[src/rtl/cell_pkg.sv]
package cell_pkg;

  typedef enum logic [2:0] {
    OP_PASS = 3'd0,
    OP_ADD  = 3'd1,
    OP_SUB  = 3'd2,
    OP_CMP  = 3'd3,
    OP_S2P  = 3'd4,
    OP_P2S  = 3'd5,
    OP_NUL6 = 3'd6,
    OP_NUL7 = 3'd7
  } op_e;

  typedef enum logic [2:0] {
    RT_ZERO = 3'd0,
    RT_N    = 3'd1,
    RT_S    = 3'd2,
    RT_E    = 3'd3,
    RT_W    = 3'd4,
    RT_RES  = 3'd5,
    RT_RSV6 = 3'd6,
    RT_RSV7 = 3'd7
  } route_e;

  localparam int NUM_DIR = 4;
  localparam int DIR_N = 0;
  localparam int DIR_S = 1;
  localparam int DIR_E = 2;
  localparam int DIR_W = 3;

  typedef logic [1:0] src_t;

  typedef struct packed {
    route_e rt_w;
    route_e rt_e;
    route_e rt_s;
    route_e rt_n;
    src_t   src_b;
    src_t   src_a;
    op_e    op;
  } ctl_t;

  localparam int CTL_W = $bits(ctl_t);

  typedef enum logic [1:0] {
    REL_EQ = 2'd0,
    REL_GT = 2'd1,
    REL_LT = 2'd2
  } rel_e;

endpackage

[src/rtl/cell_cfg_regs.sv]
module cell_cfg_regs #(
  parameter int CFG_W = 22
) (
  input  logic             clk_i,
  input  logic             rst_ni,
  input  logic             wr_i,
  input  logic [CFG_W-1:0] data_i,
  input  logic             load_i,
  output logic [CFG_W-1:0] active_o
);
  logic [CFG_W-1:0] shadow_q;
  logic [CFG_W-1:0] active_q;

  always_ff @(posedge clk_i or negedge rst_ni) begin
    if (!rst_ni) begin
      shadow_q <= '0;
      active_q <= '0;
    end else begin
      if (wr_i)   shadow_q <= data_i;
      // load copies the pre-edge shadow; a same-cycle write lands next time
      if (load_i) active_q <= shadow_q;
    end
  end

  assign active_o = active_q;
endmodule

[src/rtl/cell_seq.sv]
module cell_seq #(
  parameter int LEN_W = 3
) (
  input  logic             clk_i,
  input  logic             rst_ni,
  input  logic             load_i,
  input  logic             word_start_i,
  input  logic [LEN_W-1:0] len_m1_i,
  output logic [LEN_W-1:0] pos_o,
  output logic             first_o,
  output logic             last_o
);
  logic [LEN_W-1:0] cnt_q;
  logic [LEN_W-1:0] pos;

  assign pos     = word_start_i ? '0 : cnt_q;
  assign first_o = (pos == '0);
  assign last_o  = (pos == len_m1_i);
  assign pos_o   = pos;

  always_ff @(posedge clk_i or negedge rst_ni) begin
    if (!rst_ni)      cnt_q <= '0;
    else if (load_i)  cnt_q <= '0;
    else if (last_o)  cnt_q <= '0;
    else              cnt_q <= pos + 1'b1;
  end
endmodule

[src/rtl/cell_alu.sv]
module cell_alu
  import cell_pkg::*;
#(
  parameter int DATA_W = 8,
  parameter int LEN_W  = 3
) (
  input  logic              clk_i,
  input  logic              rst_ni,
  input  op_e               op_i,
  input  logic [LEN_W-1:0]  pos_i,
  input  logic              first_i,
  input  logic              last_i,
  input  logic              a_i,
  input  logic              b_i,
  input  logic [DATA_W-1:0] par_i,
  output logic              res_o,
  output logic              gt_o,
  output logic              eq_o,
  output logic              lt_o,
  output logic              cmp_valid_o,
  output logic [DATA_W-1:0] par_o,
  output logic              par_valid_o
);
  logic              carry_q, carry_in, b_eff, sum_bit, carry_out;
  rel_e              rel_q, rel_d;
  logic [DATA_W-1:0] acc_q, acc_d, hold_q;
  logic              ser_bit;
  logic              gt_q, eq_q, lt_q, cvalid_q, pvalid_q;
  logic [DATA_W-1:0] par_q;

  // serial adder / subtractor
  assign b_eff     = (op_i == OP_SUB) ? ~b_i : b_i;
  assign carry_in  = first_i ? (op_i == OP_SUB) : carry_q;
  assign sum_bit   = a_i ^ b_eff ^ carry_in;
  assign carry_out = (a_i & b_eff) | (a_i & carry_in) | (b_eff & carry_in);

  // LSB-first compare: a later differing bit overrides
  always_comb begin
    if (a_i != b_i)   rel_d = a_i ? REL_GT : REL_LT;
    else if (first_i) rel_d = REL_EQ;
    else              rel_d = rel_q;
  end

  // serial to parallel accumulation
  always_comb begin
    acc_d = first_i ? '0 : acc_q;
    acc_d[pos_i] = a_i;
  end

  // parallel to serial
  assign ser_bit = first_i ? par_i[0] : hold_q[pos_i];

  always_comb begin
    unique case (op_i)
      OP_ADD, OP_SUB:         res_o = sum_bit;
      OP_P2S:                 res_o = ser_bit;
      OP_PASS, OP_CMP, OP_S2P: res_o = a_i;
      default:                res_o = 1'b0;
    endcase
  end

  always_ff @(posedge clk_i or negedge rst_ni) begin
    if (!rst_ni) begin
      carry_q  <= 1'b0;
      rel_q    <= REL_EQ;
      acc_q    <= '0;
      hold_q   <= '0;
      gt_q     <= 1'b0;
      eq_q     <= 1'b0;
      lt_q     <= 1'b0;
      cvalid_q <= 1'b0;
      par_q    <= '0;
      pvalid_q <= 1'b0;
    end else begin
      carry_q <= carry_out;
      rel_q   <= rel_d;
      acc_q   <= acc_d;
      if (first_i) hold_q <= par_i;
      if (last_i && op_i == OP_CMP) begin
        gt_q     <= (rel_d == REL_GT);
        eq_q     <= (rel_d == REL_EQ);
        lt_q     <= (rel_d == REL_LT);
        cvalid_q <= 1'b1;
      end else begin
        gt_q     <= 1'b0;
        eq_q     <= 1'b0;
        lt_q     <= 1'b0;
        cvalid_q <= 1'b0;
      end
      pvalid_q <= last_i && (op_i == OP_S2P);
      if (last_i && op_i == OP_S2P) par_q <= acc_d;
    end
  end

  assign gt_o        = gt_q;
  assign eq_o        = eq_q;
  assign lt_o        = lt_q;
  assign cmp_valid_o = cvalid_q;
  assign par_o       = par_q;
  assign par_valid_o = pvalid_q;
endmodule

[src/rtl/cell_router.sv]
module cell_router
  import cell_pkg::*;
(
  input  logic               clk_i,
  input  logic               rst_ni,
  input  ctl_t               ctl_i,
  input  logic [NUM_DIR-1:0] nbr_i,
  input  logic               res_i,
  output logic [NUM_DIR-1:0] nbr_o
);
  route_e sel [NUM_DIR];

  assign sel[DIR_N] = ctl_i.rt_n;
  assign sel[DIR_S] = ctl_i.rt_s;
  assign sel[DIR_E] = ctl_i.rt_e;
  assign sel[DIR_W] = ctl_i.rt_w;

  for (genvar d = 0; d < NUM_DIR; d++) begin : g_out
    logic nxt, q;
    always_comb begin
      unique case (sel[d])
        RT_N:    nxt = nbr_i[DIR_N];
        RT_S:    nxt = nbr_i[DIR_S];
        RT_E:    nxt = nbr_i[DIR_E];
        RT_W:    nxt = nbr_i[DIR_W];
        RT_RES:  nxt = res_i;
        default: nxt = 1'b0;
      endcase
    end
    always_ff @(posedge clk_i or negedge rst_ni) begin
      if (!rst_ni) q <= 1'b0;
      else         q <= nxt;
    end
    assign nbr_o[d] = q;
  end
endmodule

[src/rtl/mesh_cell.sv]
module mesh_cell
  import cell_pkg::*;
#(
  parameter int DATA_W = 8,
  parameter int LEN_W  = $clog2(DATA_W),
  localparam int CFG_W = CTL_W + LEN_W
) (
  input  logic               clk_i,
  input  logic               rst_ni,
  input  logic               cfg_wr_i,
  input  logic [CFG_W-1:0]   cfg_data_i,
  input  logic               cfg_load_i,
  input  logic               word_start_i,
  input  logic [NUM_DIR-1:0] nbr_i,
  output logic [NUM_DIR-1:0] nbr_o,
  input  logic [DATA_W-1:0]  par_i,
  output logic [DATA_W-1:0]  par_o,
  output logic               par_valid_o,
  output logic               cmp_gt_o,
  output logic               cmp_eq_o,
  output logic               cmp_lt_o,
  output logic               cmp_valid_o
);
  logic [CFG_W-1:0] act_word;
  ctl_t             act_ctl;
  logic [LEN_W-1:0] len_m1;
  logic [LEN_W-1:0] pos;
  logic             first, last, opa, opb, res;

  cell_cfg_regs #(.CFG_W(CFG_W)) u_cfg (
    .clk_i   (clk_i),
    .rst_ni  (rst_ni),
    .wr_i    (cfg_wr_i),
    .data_i  (cfg_data_i),
    .load_i  (cfg_load_i),
    .active_o(act_word)
  );

  assign len_m1  = act_word[LEN_W-1:0];
  assign act_ctl = ctl_t'(act_word[CFG_W-1:LEN_W]);
  assign opa     = nbr_i[act_ctl.src_a];
  assign opb     = nbr_i[act_ctl.src_b];

  cell_seq #(.LEN_W(LEN_W)) u_seq (
    .clk_i       (clk_i),
    .rst_ni      (rst_ni),
    .load_i      (cfg_load_i),
    .word_start_i(word_start_i),
    .len_m1_i    (len_m1),
    .pos_o       (pos),
    .first_o     (first),
    .last_o      (last)
  );

  cell_alu #(.DATA_W(DATA_W), .LEN_W(LEN_W)) u_alu (
    .clk_i      (clk_i),
    .rst_ni     (rst_ni),
    .op_i       (act_ctl.op),
    .pos_i      (pos),
    .first_i    (first),
    .last_i     (last),
    .a_i        (opa),
    .b_i        (opb),
    .par_i      (par_i),
    .res_o      (res),
    .gt_o       (cmp_gt_o),
    .eq_o       (cmp_eq_o),
    .lt_o       (cmp_lt_o),
    .cmp_valid_o(cmp_valid_o),
    .par_o      (par_o),
    .par_valid_o(par_valid_o)
  );

  cell_router u_rt (
    .clk_i (clk_i),
    .rst_ni(rst_ni),
    .ctl_i (act_ctl),
    .nbr_i (nbr_i),
    .res_i (res),
    .nbr_o (nbr_o)
  );
endmodule

[config.mk]
export PLATFORM = sky130hd
export DESIGN_NAME = mesh_cell
export DESIGN_NICKNAME = d
export VERILOG_FILES = /design/src/rtl/cell_pkg.sv /design/src/rtl/cell_cfg_regs.sv /design/src/rtl/cell_seq.sv /design/src/rtl/cell_alu.sv /design/src/rtl/cell_router.sv /design/src/rtl/mesh_cell.sv
export SDC_FILE = /design/constraint.sdc
export NUM_CORES = 1
export LEC_CHECK = 0
export ABC_AREA = 1
export BUFFER_PORTS_ARGS = -buffer_cell sky130_fd_sc_hd__buf_2
export CAP_MARGIN = 20
export CORE_UTILIZATION = 45
export CTS_CLUSTER_DIAMETER = 200
export DETAILED_ROUTE_END_ITERATION = 10
export MAX_ROUTING_LAYER = met4
export PLACE_DENSITY = 0.65
export REMOVE_ABC_BUFFERS = 1
export SYNTH_ARGS = -nofsm -noshare
export SYNTH_HDL_FRONTEND = slang
export SYNTH_SLANG_ARGS = --single-unit
[constraint.sdc]
create_clock -name clk_i -period 4.75 [get_ports clk_i]
set_input_delay 0.95 -clock clk_i [delete_from_list [all_inputs] [get_ports clk_i]]
set_output_delay 0.95 -clock clk_i [all_outputs]
set_load 0.01 [all_outputs]
After elaboration in Yosys (flattened, before gate mapping)
Cells that the tools add are included.
{"block": "word_totals", "output_inout_bits": 17, "ff_bits": 83, "in_bits": 39, "elab_cells": 95}
{"block": "op_classes", "n_eq_ne": 29, "bitwise_logic": 8, "n_addsub": 1, "muxes": 28, "order_cmp": 4, "reduce_logical": 8}
{"operator": "equality test 3 x 2 -> 1 bit (second input constant)", "count": 10}
{"operator": "equality test 3 bit (second input constant)", "count": 10}
{"operator": "case mux 1 bit (5 select lines)", "count": 4}
{"operator": "equality test 3 x 1 -> 1 bit (second input constant)", "count": 5}
{"operator": "2-to-1 mux 1 bit", "count": 11}
{"operator": "2-to-1 mux 3 bit", "count": 3}
{"operator": "bitwise mux 8 bit", "count": 1}
{"operator": "2-to-1 mux 8 bit", "count": 1}
{"operator": "logical NOT 3 bit", "count": 2}
{"operator": "less-than comparator 2 x 3 -> 1 bit (second input constant)", "count": 2}
{"operator": "2-to-1 mux 2 bit", "count": 3}
{"operator": "binary-select mux 1 bit (select 2 bit)", "count": 2}
{"operator": "less-than comparator 3 x 4 -> 1 bit (second input constant)", "count": 1}
{"operator": "adder 3 x 1 -> 3 bit (second input constant)", "count": 1}
{"operator": "bitwise AND 1 bit", "count": 3}
{"operator": "binary-select mux 1 bit (select 3 bit)", "count": 1}
{"operator": "demux 1 bit (select 3 bit)", "count": 1}
{"operator": "equality test 3 bit", "count": 1}
{"operator": "greater-or-equal comparator 3 x 1 -> 1 bit (second input constant)", "count": 1}
{"operator": "logical AND 1 bit", "count": 3}
{"operator": "case mux 1 bit (3 select lines)", "count": 1}
{"operator": "OR reduction 3 bit", "count": 1}
{"operator": "equality test 2 x 1 -> 1 bit (second input constant)", "count": 1}
{"operator": "equality test 2 bit (second input constant)", "count": 1}
{"operator": "6 further kinds", "count": 8}

Longest topological paths before layout
Gate-level depths: netlist (run 1).
{"block": "logic_depth", "word_depth": 8, "ltp_mapped": 13, "depth_no_buf": 12}

By module
Synthesis (run 1) repeated with hierarchy kept, for this count alone.
{"block": "unflattened", "hier_cells": 483, "hier_area_um2": 3828.7}
{"module": "cell_cfg_regs", "cells_each": 186, "seq_area_each_um2": 1101.1, "n_inst": 1, "area_per_inst_um2": 1679.1}
{"module": "cell_alu", "cells_each": 165, "seq_area_each_um2": 800.8, "n_inst": 1, "area_per_inst_um2": 1440.1}
{"module": "cell_router", "cells_each": 67, "seq_area_each_um2": 100.1, "n_inst": 1, "area_per_inst_um2": 364.1}
{"module": "cell_seq", "cells_each": 43, "seq_area_each_um2": 75.1, "n_inst": 1, "area_per_inst_um2": 257.7}
{"module": "mesh_cell", "cells_each": 22, "seq_area_each_um2": 0.0, "n_inst": 1, "area_per_inst_um2": 87.6}

Least setup slack after synthesis (run 1)
No wires, ideal clock.
{"block": "synth_path", "path_type": "input port to flip-flop", "startpoint": "in word_start_i", "endpoint": "reg u_rt.g_out[3].q", "path_stages": 13, "arrival_ns": 2.286, "setup_slack_ns": 2.346, "required_time_ns": 4.633, "setup_ns": 0.117, "path_buffers": 1, "cell_sequence": "inv_4 > nand2_8 > nand2_2 > buf_6 > nand2_1 > o21ai_0 > fa_1 > nand2_1 > nand2_1 > inv_1 > nand2_1 > nand2_1 > nand2_1"}
{"block": "synth_between", "elab_chain_cells": 6, "elab_cells_between_ends": 9, "classes_between": "7 x mux; 1 x bitwise; 1 x reduce/logical"}
{"item": "from (decl)", "line_no": "mesh_cell.sv:13", "source": "input logic word_start_i,"}
{"item": "2-to-1 mux 3 bit (*)", "line_no": "cell_seq.sv:16", "source": "assign pos = word_start_i ? '0 : cnt_q;"}
{"item": "binary-select mux 1 bit (select 3 bit) / logical NOT 3 bit (equally long branches)", "line_no": "cell_alu.sv:51, cell_seq.sv:17"}
{"item": "2-to-1 mux 1 bit, on equally long branches", "line_no": "cell_alu.sv:51, cell_alu.sv:33"}
{"item": "2-to-1 mux 1 bit / bitwise XOR 1 bit (equally long branches)", "line_no": "cell_alu.sv:51, cell_alu.sv:34"}
{"item": "case mux 1 bit (3 select lines) (*)", "line_no": "cell_alu.sv:54", "source": "unique case (op_i)"}
{"item": "case mux 1 bit (5 select lines) (*)", "line_no": "cell_router.sv:21", "source": "unique case (sel[d])"}
{"item": "named net u_rt.g_out[3].nxt", "line_no": "cell_router.sv:19", "source": "logic nxt, q;"}
{"item": "to (signal assigned)", "line_no": "cell_router.sv:32", "source": "else q <= nxt;"}
{"item": "to (decl)", "line_no": "cell_router.sv:19"}
The timed path passes the listed nets; every way through them passes the cells marked *. The select of a mux whose other input is x is not followed.
A chain may end at the register's enable or synchronous reset.

Final worst setup path (run 1)
{"block": "layout_path", "startpoint": "in word_start_i", "endpoint": "reg u_rt.g_out[0].q"}
{"block": "layout_between", "elab_chain_cells": 6, "elab_cells_between_ends": 9, "classes_between": "7 x mux; 1 x bitwise; 1 x reduce/logical"}
{"item": "2-to-1 mux 3 bit (*)", "line_no": "cell_seq.sv:16"}
{"item": "binary-select mux 1 bit (select 3 bit) / logical NOT 3 bit (equally long branches)", "line_no": "cell_alu.sv:51, cell_seq.sv:17"}
{"item": "2-to-1 mux 1 bit, on equally long branches", "line_no": "cell_alu.sv:51, cell_alu.sv:33"}
{"item": "2-to-1 mux 1 bit / bitwise XOR 1 bit (equally long branches)", "line_no": "cell_alu.sv:51, cell_alu.sv:34"}
{"item": "case mux 1 bit (3 select lines) (*)", "line_no": "cell_alu.sv:54"}
{"item": "case mux 1 bit (5 select lines) (*)", "line_no": "cell_router.sv:21"}
{"item": "named net u_rt.g_out[0].nxt", "line_no": "cell_router.sv:19"}
{"item": "to (signal assigned)", "line_no": "cell_router.sv:32"}
{"item": "to (decl)", "line_no": "cell_router.sv:19"}
Marks and branches as above.

==> impl_results.md, run 1 <==
* Synthesized instance count at 386
* Most frequent cells in the layout: nand2_1 (109), dfrtp_1 (82), buf_2 (54), inv_1 (40), o21ai_0 (38)
* Seq/Total Area, Yosys at 55.8%
* Final cycle utilization of the critical path at between 40% and 50%
* Slew Limit Fails at 0
* Worst path max stage delay at 450 ps
* Clock sink count at 82
* Hold slack at 477 ps
* Critical path fanouts, max at 14
* Critical path's most frequent cell: nand2_1
* H-tree levels at 3
* Fmax at about 0.43 GHz
* Worst path cell trace: buf_2 -> inv_4 -> nand2_8 -> nand2_2 -> nand2_1 -> o21ai_0 -> fa_1 -> nand2_1 -> nand2_1 -> inv_1 -> nand2_1 -> nand2_1 -> nand2_1
* Area grow syn2layout at 14.3%
* Yosys warning total at 0
* Largest cells by area after synthesis: dfrtp_1 (56%), nand2_1 (11%), o21ai_0 (5.2%)
* Cts bufs inserted at 9
* Post-Route Setup TNS at 0 ps
* GRT Total Usage at 18.3%
* Slew at the pin closest to its max-slew limit at about 520 ps
* Crit path time final at 2330 ps
* Most common cell after layout, fill and taps aside: nand2_1
* Detailed Route WL at between 6000 and 7000 µm
* Clk slew on worst S/H paths at roughly 80 ps
* Ports at 56
* Sequential Power Share at 53.1%
* Core ar. at between 7000 and 8000 µm²
* Logic pwr share at around 17%
* Share of layout cells above drive strength 1 at 23.5%
* Clock power share at a little over 30%
* Worst Skew at 5.36 ps
* DRC viols at 0
* Post-DRT Antenna Nets at 0
* Power per cell area at around 370 nW/µm²
* Rel. slew slack at 65.3%
* Critical path capture point type: flip-flop
* Worst EP arrival at around 2600 ps
* Root Driver: clkbuf_8
* Leak at 2.13 nW
* Vias per cell at between 4 and 5
* Maximum number of pins on one net before global-route repair at 83
* Vias in the first global route at between 2000 and 3000
* First-pass GRT wire length at 11900 µm
* Mapped cell area at 3680 µm²
* Worst path slowest cell: fa_1
* Sw frac at 28.3%
* Top cell type's share of synthesized area at around 56%
* Final setup vio count at 0
* RSZ-0062 raised after global routing: false
* Buffers on Ports at 55
* DRT iter0 DRCs at 120
* Hold crit path type: reg2reg
* CTS tree: built
* CP startpoint kind: primary input
* Sw Pwr at approximately 0.44 mW
* Pint at 1.11 mW
* Netlist cell types at 35
* Flops & latches, synth at 82
* ANT cells at 0
* Syn Area/Cell at 9.53 µm²
* Post-DP HPWL at ~4900 µm
* Status: finished clean
* RD Place Congestion at 0.803
* Die ar. at 8540 µm²
* Die width at 92.4 µm
* Postcts setup bufs at 0
* Skew-Pair Late Insertion Delay at 350 ps
* Cts repair resizes at 0
* Overflow after GRT at 0
* WL/cell at 12.6 µm
* Fin util at a little over half
* TritonRoute pass-1 iters at 4
* Max VDD drop at 0.282 mV
* Deepest clock path buffer count at 2
* Starting Density at between 40% and 50%
* Initial antenna violation count at 0
* Vert. Die Dim at 92.4 µm
* Hold-fix buffers, CTS at 0
* CP Class: in2reg
* Row Count at 32
* CP Data Required Time at 5000 ps
* Post-synth top area cell: dfrtp_1
* Final Hold Viols at 0
* Max_cap viols at 0
* NumNets Final at 479
* Via count at 2684
[critical path, delay by kind of cell]
family,cells,cell delay (ps)
and+or+nand+nor,8,770
adders and majority gates,1,450
buffers and inverters,3,290
AOI/OAI and AO/OA,1,100
[worst paths after layout]
check | depth (start not counted) | slack (ps) | startpoint | to
max in group asynchronous | 2 | 3620 | rst_ni | u_cfg.shadow_q[7]$_DFFE_PN0P_
min | 2 | 480 | u_alu.par_o[1]$_DFFE_PN0P_ | u_alu.par_o[1]$_DFFE_PN0P_
max reg2reg | 10 | 2670 | u_seq.cnt_q[1]$_DFF_PN0_ | u_rt.g_out[0].q$_DFF_PN0_
min reg2reg | 2 | 480 | u_alu.par_o[1]$_DFFE_PN0P_ | u_alu.par_o[1]$_DFFE_PN0P_
max | 13 | 2420 | word_start_i | u_rt.g_out[0].q$_DFF_PN0_
min in group asynchronous | 1 | 540 | rst_ni | u_alu.hold_q[2]$_DFFE_PN0P_
[area by class of cell]
cell class | count | area, µm²
clock buffers | 11 | 131
clock inverters | 3 | 42.5
fillers | 740 | 3600
inverters | 45 | 176
multi-input cells | 245 | 1370
flip-flops and latches | 82 | 2050
well taps | 102 | 128
repair buffers | 56 | 305
[power groups by stage]
stage | clock network [mW] | registers (mW) | logic [mW]
3_3_place_gp | 0 | 0.831 | 0.246
3_5_place_dp | 0 | 0.833 | 0.255
4_1_cts | 0.484 | 0.819 | 0.256
6_report | 0.469 | 0.818 | 0.254
2_1_floorplan | 0 | 0.829 | 0.159
5_1_grt | 0.508 | 0.826 | 0.293
[cell usage after synthesis]
cell type	n
o211ai_1	3
o41ai_1	4
fa_1	1
dfrtp_1	82
o21ai_0	38
xor2_1	1
nand2_4	2
buf_6	1
buf_1	1
nand2_2	4
nor2_4	1
o21ai_1	9
a21oi_1	3
nor4_1	4
buf_4	5
nand2_1	109
nand2_8	1
o21ai_2	1
clkinv_4	1
nand3_2	2
mux2_2	15
clkbuf_1	5
nand4_4	1
nor3_1	4
inv_2	3
nand4_1	1
nand3_4	1
xor2_4	3
nor2_1	15
inv_4	1
nand3_1	20
o2111ai_1	1
inv_1	40
buf_2	2
nand3b_1	1
[kinds of logic (layout without fill, tap and decap cells)]
group	Yosys count	after routing	synth area share, %
AO/OA/AOI/OAI	59	59	8.85
XOR/XNOR	4	4	2.48
adder cells (fa/ha/maj)	1	1	0.544
buffers and inverters	59	115	7.01
flip-flops	82	82	55.8
multiplexers	15	15	4.59
AND/OR/NAND/NOR	166	166	20.7
[stage by stage]
stage               instances  setup slack, ps  power, mW  instance area, µm²
floorplan                 372             2390      0.988                3600
global placement          529             2100       1.08                4000
detailed placement        529             2040       1.09                4000
CTS                       543             2420       1.56                4180
global route              544             2260       1.63                4200
finish                    544             2420       1.54                4200
[metal layers]
| layer | global-route usage, % | wire length [µm] | vias to the layer above | part of all wire [%] |
|---|---|---|---|---|
| met5 | - | 0 | - | 0 |
| met4 | 6.12 | 82 | 0 | 1.2 |
| met3 | 4.60 | 314 | 11 | 4.6 |
| met2 | 29.1 | 3340 | 72 | 49 |
| met1 | 23.0 | 3130 | 1257 | 46 |
| li1 | - | - | 1344 | - |
[registers in the layout (all words and copies together) (netlist names)]
name	cells
u_cfg.shadow_q	22
u_alu.acc_q	8
u_alu.hold_q	7
u_rt.g_out.q	4
u_alu.eq_o	1
u_cfg.active_o	22
u_alu.gt_o	1
u_alu.carry_q	1
u_alu.rel_q	2
u_seq.cnt_q	3
u_alu.cmp_valid_o	1
u_alu.lt_o	1
u_alu.par_valid_o	1
u_alu.par_o	8
No activity file was read; power rests on OpenSTA's default activity.
==> inputs of run 2 (changes only) <==
--- a/config.mk
+++ b/config.mk
@@ -12,7 +12,7 @@
 export CTS_CLUSTER_DIAMETER = 200
 export DETAILED_ROUTE_END_ITERATION = 10
 export MAX_ROUTING_LAYER = met4
-export PLACE_DENSITY = 0.65
+export PLACE_DENSITY = 0.67
 export REMOVE_ABC_BUFFERS = 1
 export SYNTH_ARGS = -nofsm -noshare
 export SYNTH_HDL_FRONTEND = slang
==> constraint.sdc (replaced) <==
create_clock -name clk_i -period 1.9 [get_ports clk_i]
set_input_delay 0.38 -clock clk_i [delete_from_list [all_inputs] [get_ports clk_i]]
set_output_delay 0.38 -clock clk_i [all_outputs]
set_load 0.01 [all_outputs]
==> run 2 against run 1 <==
Critical path depth fell by 1; wire length rose by 2.4%; sequential cell count did not move; first-iteration DRC count did not move; non-clock buffer count rose by 16; register-to-register slack got worse by 2600 ps; utilization rose by 2.4 points; sequential power rose by 150%; clock power rose to 2.9 times the previous value; worst setup slack got worse by 2300 ps; critical endpoint is now u_rt.g_out[1].q$_DFF_PN0_.
==> impl_results.md, run 2 (synthesized netlist as in run 1, its figures left out) <==
* Status: finished clean (unchanged)
* Die ar. at 8540 µm² (unchanged)
* Max_cap viols at 0 (unchanged)
* WP buf/inv at 2 (was 3)
* CP Data Required Time at 2140 ps (was 5000 ps)
* Number of fill cells in the layout at 758 (was 740)
* Detailed Route WL at 7030 µm (was 6870 µm)
* Crit path time final at around 1800 ps
* Worst path cell trace: inv_2 -> nand2_2 -> nand3_2 -> nand2_2 -> xor2_2 -> fa_1 -> nand2_1 -> nand2_1 -> inv_1 -> nand2_2 -> nand2_1 -> nand2_1 (was buf_2 -> inv_4 -> nand2_8 -> nand2_2 -> nand2_1 -> o21ai_0 -> fa_1 -> nand2_1 -> nand2_1 -> inv_1 -> nand2_1 -> nand2_1 -> nand2_1)
* Slew Limit Fails at 0 (unchanged)
* Max VDD drop at 0.598 mV (was 0.282 mV)
* Row Count at 32 (unchanged)
* Area grow syn2layout at 19.4% (was 14.3%)
* CP Class: reg2reg (was in2reg)
* Most common cell after layout, fill and taps aside: nand2_1 (unchanged)
* TritonRoute pass-1 iters at 4 (unchanged)
* Vias per cell at 4.90 (was 4.93)
* Root Driver: clkbuf_8 (unchanged)
* Ports at 56 (unchanged)
* H-tree levels at 3 (unchanged)
* Wire length on met2 at 3490 µm (was 3340 µm)
* DRT iter0 DRCs at 120 (unchanged)
* Vert. Die Dim at 92.4 µm (unchanged)
* Dpl ws at -65.6 ps (was 2040 ps)
* Share of layout cells above drive strength 1 at 28.5% (was 23.5%)
* Hold crit path type: in2async (was reg2reg)
* WL/cell at 12.5 µm (was 12.6 µm)
* Starting Density at 47.1% (unchanged)
* Slew at the pin closest to its max-slew limit at 447 ps (was 520 ps)
* GRT Total Usage at 18.5% (was 18.3%)
* Cell area after layout at 4390 µm² (was 4200 µm²)
* Cts bufs inserted at 9 (unchanged)
* Power per cell area at 935 nW/µm² (was 367 nW/µm²)
* Clk slew on worst S/H paths at 80 ps (about the same)
* NumNets Final at 495 (was 479)
* Dpl cell area at 4130 µm² (was 4000 µm²)
* Final Power at 4.11 mW (was 1.54 mW)
* Maximum number of pins on one net before global-route repair at 83 (unchanged)
* First-pass GRT wire length at 12000 µm (was 11900 µm)
* Rel. slew slack at 70.2% (was 65.3%)
* Vias in the first global route at 2707 (was 2605)
* Metal-1 WL at 3170 µm (was 3130 µm)
* Core ar. at 7810 µm² (unchanged)
* ANT cells at 0 (unchanged)
* Non-filler cells in the finished layout at 561 (was 544)
* Worst path max stage delay at 450 ps (about the same)
* Fin util at 56.3% (was 53.8%)
* Deepest clock path buffer count at 2 (unchanged)
* Critical path startpoint: u_cfg.active_o[8]$_DFFE_PN0P_ (was word_start_i)
* RD Place Congestion at 0.855 (was 0.803)
* Via count at 2748 (was 2684)
* Post-DRT Antenna Nets at 0 (unchanged)
* Die width at 92.4 µm (unchanged)
* Leak at 2.23 nW (was 2.13 nW)
* DRC viols at 0 (unchanged)
* Critical path capture point type: flip-flop (unchanged)
* Initial antenna violation count at 0 (unchanged)
* Hold-fix buffers, CTS at 0 (unchanged)
* Critical path fanouts, max at 4 (was 14)
* Hold slack at 39.3 ps (was 477 ps)
* Buffers on Ports at 55 (unchanged)
* Setup WS post-layout at 107 ps (was 2420 ps)
* Skew-Pair Late Insertion Delay at 350 ps (about the same)
* Placed cells at 544 (was 529)
* DR top layer: met4 (unchanged)
* Fmax at 0.558 GHz
* Largest delay contributor family on the critical path: simple AND/OR/NAND/NOR gates (unchanged)
* CTS tree: built (unchanged)
* Post-Route Setup TNS at 0 ps (unchanged)
* Start of the worst register-to-register path: u_cfg.active_o[8]$_DFFE_PN0P_ (was u_seq.cnt_q[1]$_DFF_PN0_)
* Most frequent cells in the layout: nand2_1 (105), dfrtp_1 (82), buf_2 (54), inv_1 (39), o21ai_0 (37) (was nand2_1 (109), dfrtp_1 (82), buf_2 (54), inv_1 (40), o21ai_0 (38))
* Overflow after GRT at 0 (unchanged)
* Worst EP arrival at 2030 ps (was 2570 ps)
* Worst path slowest cell: fa_1 (unchanged)
* CP startpoint kind: flip-flop (was primary input)
* Worst Skew at 9.04 ps (was 5.36 ps)
* Post-DP HPWL at 5090 µm (was 4910 µm)
* RSZ-0062 raised after global routing: true (was false)
* Final cycle utilization of the critical path at a little over nine tenths
* Met3 wire length at 285 µm (was 314 µm)
* Clock sink count at 82 (unchanged)
* Critical path's most frequent cell: nand2_1 (unchanged)
* Final setup vio count at 0 (unchanged)
* Final Hold Viols at 0 (unchanged)
==> run 2: final timing paths <==
| path | endpoint | slack [ps] | cells after the start |
|---|---|---|---|
| min in group clk_i | u_cfg.shadow_q[20]$_DFFE_PN0P_ | 230 | 3 |
| hold / removal | u_alu.hold_q[2]$_DFFE_PN0P_ | 40 | 2 |
| max in group asynchronous | u_cfg.shadow_q[13]$_DFFE_PN0P_ | 1510 | 2 |
| hold reg to reg | u_alu.par_o[2]$_DFFE_PN0P_ | 480 | 2 |
| setup / recovery | u_rt.g_out[1].q$_DFF_PN0_ | 110 | 12 |
| setup reg to reg | u_rt.g_out[1].q$_DFF_PN0_ | 110 | 12 |
==> run 2: repair_timing <==
| action | 4_1_cts | 5_1_grt |
|---|---|---|
| resized for setup | 1 | 9 |
| pin swaps | 0 | 3 |
| endpoints found under the setup margin | 1 | 4 |
| buffers inserted | 0 | 2 |
==> run 2: where the power goes <==
group          switching, mW  total [mW]  internal (mW)
registers              0.112        2.04           1.93
clock network          0.589        1.36          0.771
logic                  0.418       0.703          0.285
==> run 2: area by class of cell <==
type / count / area (µm²) / share of cell area, %
Clock buffer: 11 / 141 / 3.22
Inverter: 45 / 176 / 4.02
Timing Repair Buffer: 72 / 418 / 9.52
Multi-Input combinational cell: 245 / 1400 / 31.9
Sequential cell: 82 / 2050 / 46.7
Clock inverter: 4 / 76.3 / 1.74
Tap cell: 102 / 128 / 2.91
==> run 2: per-layer routing <==
metal,GRT usage [%],vias to the layer above
met2,30.1,63
met5,-,-
met1,22.5,1303
met4,4.69,0
met3,5.91,8
li1,-,1374
==> inputs of run 3 (changes only) <==
--- a/config.mk
+++ b/config.mk
@@ -12,7 +12,7 @@
 export CTS_CLUSTER_DIAMETER = 200
 export DETAILED_ROUTE_END_ITERATION = 10
 export MAX_ROUTING_LAYER = met4
-export PLACE_DENSITY = 0.67
+export PLACE_DENSITY = 0.65
 export REMOVE_ABC_BUFFERS = 1
 export SYNTH_ARGS = -nofsm -noshare
 export SYNTH_HDL_FRONTEND = slang
==> constraint.sdc (replaced) <==
create_clock -name clk_i -period 2.3 [get_ports clk_i]
set_input_delay 0.46 -clock clk_i [delete_from_list [all_inputs] [get_ports clk_i]]
set_output_delay 0.46 -clock clk_i [all_outputs]
set_load 0.01 [all_outputs]
==> run 3 against run 2 <==
Die area stayed put; sequential power is 17% lower; sequential share of layout area rose by 1.1 points; via count decreased by 0.55%; count of clock-buffer cells in the layout is the same; utilization decreased by 1.3 points; wire length is essentially flat; cell area decreased by 2.4%; worst hold slack better by 32 ps; critical path depth is 2 lower; largest power group unchanged.
==> impl_results.md, run 3 (synthesized netlist as in run 1, its figures left out) <==
* Worst path slowest cell: dfrtp_1 (was fa_1)
* Postcts setup bufs at 0 (unchanged)
* Skew-Pair Late Insertion Delay at 350 ps (about the same)
* NumNets Final at 481 (was 495)
* Area occupied by multi-input gates at 1370 µm² (was 1400 µm²)
* Post-DP HPWL at 5110 µm (was 5090 µm)
* Row Count at 32 (unchanged)
* Clock sink count at 82 (unchanged)
* Core ar. at 7810 µm² (unchanged)
* Slew Limit Fails at 0 (unchanged)
* Worst Skew at 5.79 ps (was 9.04 ps)
* Final Power at 3.49 mW (was 4.11 mW)
* Status: finished clean (unchanged)
* Cell area after layout at 4290 µm² (was 4390 µm²)
* Buffers on Ports at 55 (unchanged)
* Hold crit path type: in2async (unchanged)
* First-pass GRT wire length at 12200 µm (was 12000 µm)
* Most frequent cells in the layout: nand2_1 (109), dfrtp_1 (82), buf_2 (54), inv_1 (40), o21ai_0 (38) (was nand2_1 (105), dfrtp_1 (82), buf_2 (54), inv_1 (39), o21ai_0 (37))
* Final cycle utilization of the critical path at 84.3% (was 94.4%)
* Critical path's most frequent cell: nand2_1 (unchanged)
* CP startpoint kind: flip-flop (unchanged)
* Clk slew on worst S/H paths at 80 ps (about the same)
* Rel. slew slack at 65.9% (was 70.2%)
* Detailed Route WL at 7040 µm (was 7030 µm)
* Die ar. at 8540 µm² (unchanged)
* CP Class: reg2reg (unchanged)
* Sequential Power Share at 48.5% (was 49.7%)
* Via count at 2733 (was 2748)
* Overflow after GRT at 0 (unchanged)
* GRT Total Usage at 19.0% (was 18.5%)
* Maximum number of pins on one net before global-route repair at 46 (was 83)
* Worst path cell trace: o21ai_2 -> nand2_2 -> o21ai_0 -> fa_1 -> nand2_1 -> nand2_1 -> inv_1 -> nand2_1 -> nand2_1 -> nand2_1 (was inv_2 -> nand2_2 -> nand3_2 -> nand2_2 -> xor2_2 -> fa_1 -> nand2_1 -> nand2_1 -> inv_1 -> nand2_2 -> nand2_1 -> nand2_1)
* DRT iter0 DRCs at 99 (was 120)
* Worst path max stage delay at 460 ps (was 450 ps)
* Final setup vio count at 0 (unchanged)
* RSZ-0062 raised after global routing: false (was true)
* Pint at 2.57 mW (was 2.99 mW)
* Logic pwr share at 15.1% (was 17.1%)
* Critical path fanouts, max at 5 (was 4)
* CTS tree: built (unchanged)
* Critical path capture point type: flip-flop (unchanged)
* Cts repair resizes at 0 (was 1)
* Deepest clock path buffer count at 2 (unchanged)
* Slew at the pin closest to its max-slew limit at 512 ps (was 447 ps)
* Post-DRT Antenna Nets at 0 (unchanged)
* Most common cell after layout, fill and taps aside: nand2_1 (unchanged)
* WP buf/inv at 1 (was 2)
* Dpl cell area at 4040 µm² (was 4130 µm²)
* DR top layer: met4 (unchanged)
* ANT cells at 0 (unchanged)
* Sw frac at 26.3% (was 27.2%)
* DRC viols at 0 (unchanged)
* Max VDD drop at 0.574 mV (was 0.598 mV)
* Cts bufs inserted at 9 (unchanged)
* Worst EP arrival at 2180 ps (was 2030 ps)
* Vert. Die Dim at 92.4 µm (unchanged)
* Vias per cell at 5.00 (was 4.90)
* Clock power share at 36.4% (was 33.1%)
* Die width at 92.4 µm (unchanged)
* Power per cell area at 814 nW/µm² (was 935 nW/µm²)
* RD Place Congestion at 0.864 (was 0.855)
* Fmax at 0.516 GHz (was 0.558 GHz)
* Sw Pwr at 0.919 mW (was 1.12 mW)
* Met3 wire length at 308 µm (was 285 µm)
* Initial antenna violation count at 0 (unchanged)
* Post-Route Setup TNS at 0 ps (unchanged)
* Metal-1 WL at 3150 µm (was 3170 µm)
* Leak at 2.17 nW (was 2.23 nW)
* Vias in the first global route at 2720 (was 2707)
* Share of layout cells above drive strength 1 at 24.5% (was 28.5%)
* Ports at 56 (unchanged)
* TritonRoute pass-1 iters at 6 (was 4)
* CP Data Required Time at 2540 ps (was 2140 ps)
* Final Hold Viols at 0 (unchanged)
* Hold-fix buffers, CTS at 0 (unchanged)
* Largest delay contributor family on the critical path: flip-flops (was simple AND/OR/NAND/NOR gates)
* Root Driver: clkbuf_8 (unchanged)
* Area grow syn2layout at 16.6% (was 19.4%)
* WL/cell at 12.9 µm (was 12.5 µm)
* H-tree levels at 3 (unchanged)
* Number of fill cells in the layout at 700 (was 758)
* Starting Density at 47.1% (unchanged)
* Register Area at 2050 µm² (unchanged)
* Wire length on met2 at 3420 µm (was 3490 µm)
* Crit path time final at 1940 ps (was 1790 ps)
* Max_cap viols at 0 (unchanged)
## run 3: changes by cell type in the layout (fill, tap and decap cells not counted), moves of 3 or more
cell     previous run  this run
buf_4              17         3
nand2_2             8         4
nand3_2             5         2
nand2_1           105       109
nand3_1            17        20
## run 3: final timing paths
check	startpoint	end	slack (ps)	depth (start not counted)
worst max register to register	u_seq.cnt_q[1]$_DFF_PN0_	u_rt.g_out[3].q$_DFF_PN0_	360	10
worst max-delay path	u_seq.cnt_q[1]$_DFF_PN0_	u_rt.g_out[3].q$_DFF_PN0_	360	10
worst min-delay path	rst_ni	u_alu.hold_q[7]$_DFFE_PN0P_	70	1
max in group asynchronous	rst_ni	u_cfg.active_o[15]$_DFFE_PN0P_	1630	2
worst min register to register	u_alu.par_o[7]$_DFFE_PN0P_	u_alu.par_o[7]$_DFFE_PN0P_	480	2
min in group clk_i	par_i[3]	u_alu.hold_q[3]$_DFFE_PN0P_	310	3
## run 3: metrics by stage
step	hold WS, ps	cells	utilization (%)	setup slack [ps]
finish	71.8	547	54.9	361
global route	96.6	547	54.9	168
CTS	78.9	547	54.9	356
detailed placement	460	532	51.7	215
global placement	457	532	51.7	294
floorplan	164	372	-	427
## run 3: cell type report
class	count	share of cell area [%]
sequential	82	47.9
tap	102	2.98
multi-input combinational	245	31.9
clock inverter	4	2.31
timing repair buffer	58	7.30
clock buffer	11	3.53
inverter	45	4.12
## run 3: worst reg2reg max path, stage by stage (launching register included)
cell and delay (ps):
dfrtp_1 460, o21ai_2 210, nand2_2 90, o21ai_0 220, fa_1 450, nand2_1 80
nand2_1 50, inv_1 40, nand2_1 100, nand2_1 80, nand2_1 50
## run 3: layer usage
metal / up-vias / GRT usage (%)
met5: - / -
met4: 0 / 8.46
met1: 1296 / 22.6
met2: 68 / 30.4
met3: 16 / 5.09
li1: 1353 / -
## run 3: power groups by stage
stage	clock network (mW)	logic, mW	registers, mW
floorplan	0	0.329	1.71
global placement	0	0.518	1.72
detailed placement	0	0.534	1.72
CTS	1.31	0.536	1.69
global route	1.36	0.610	1.71
finish	1.27	0.528	1.69
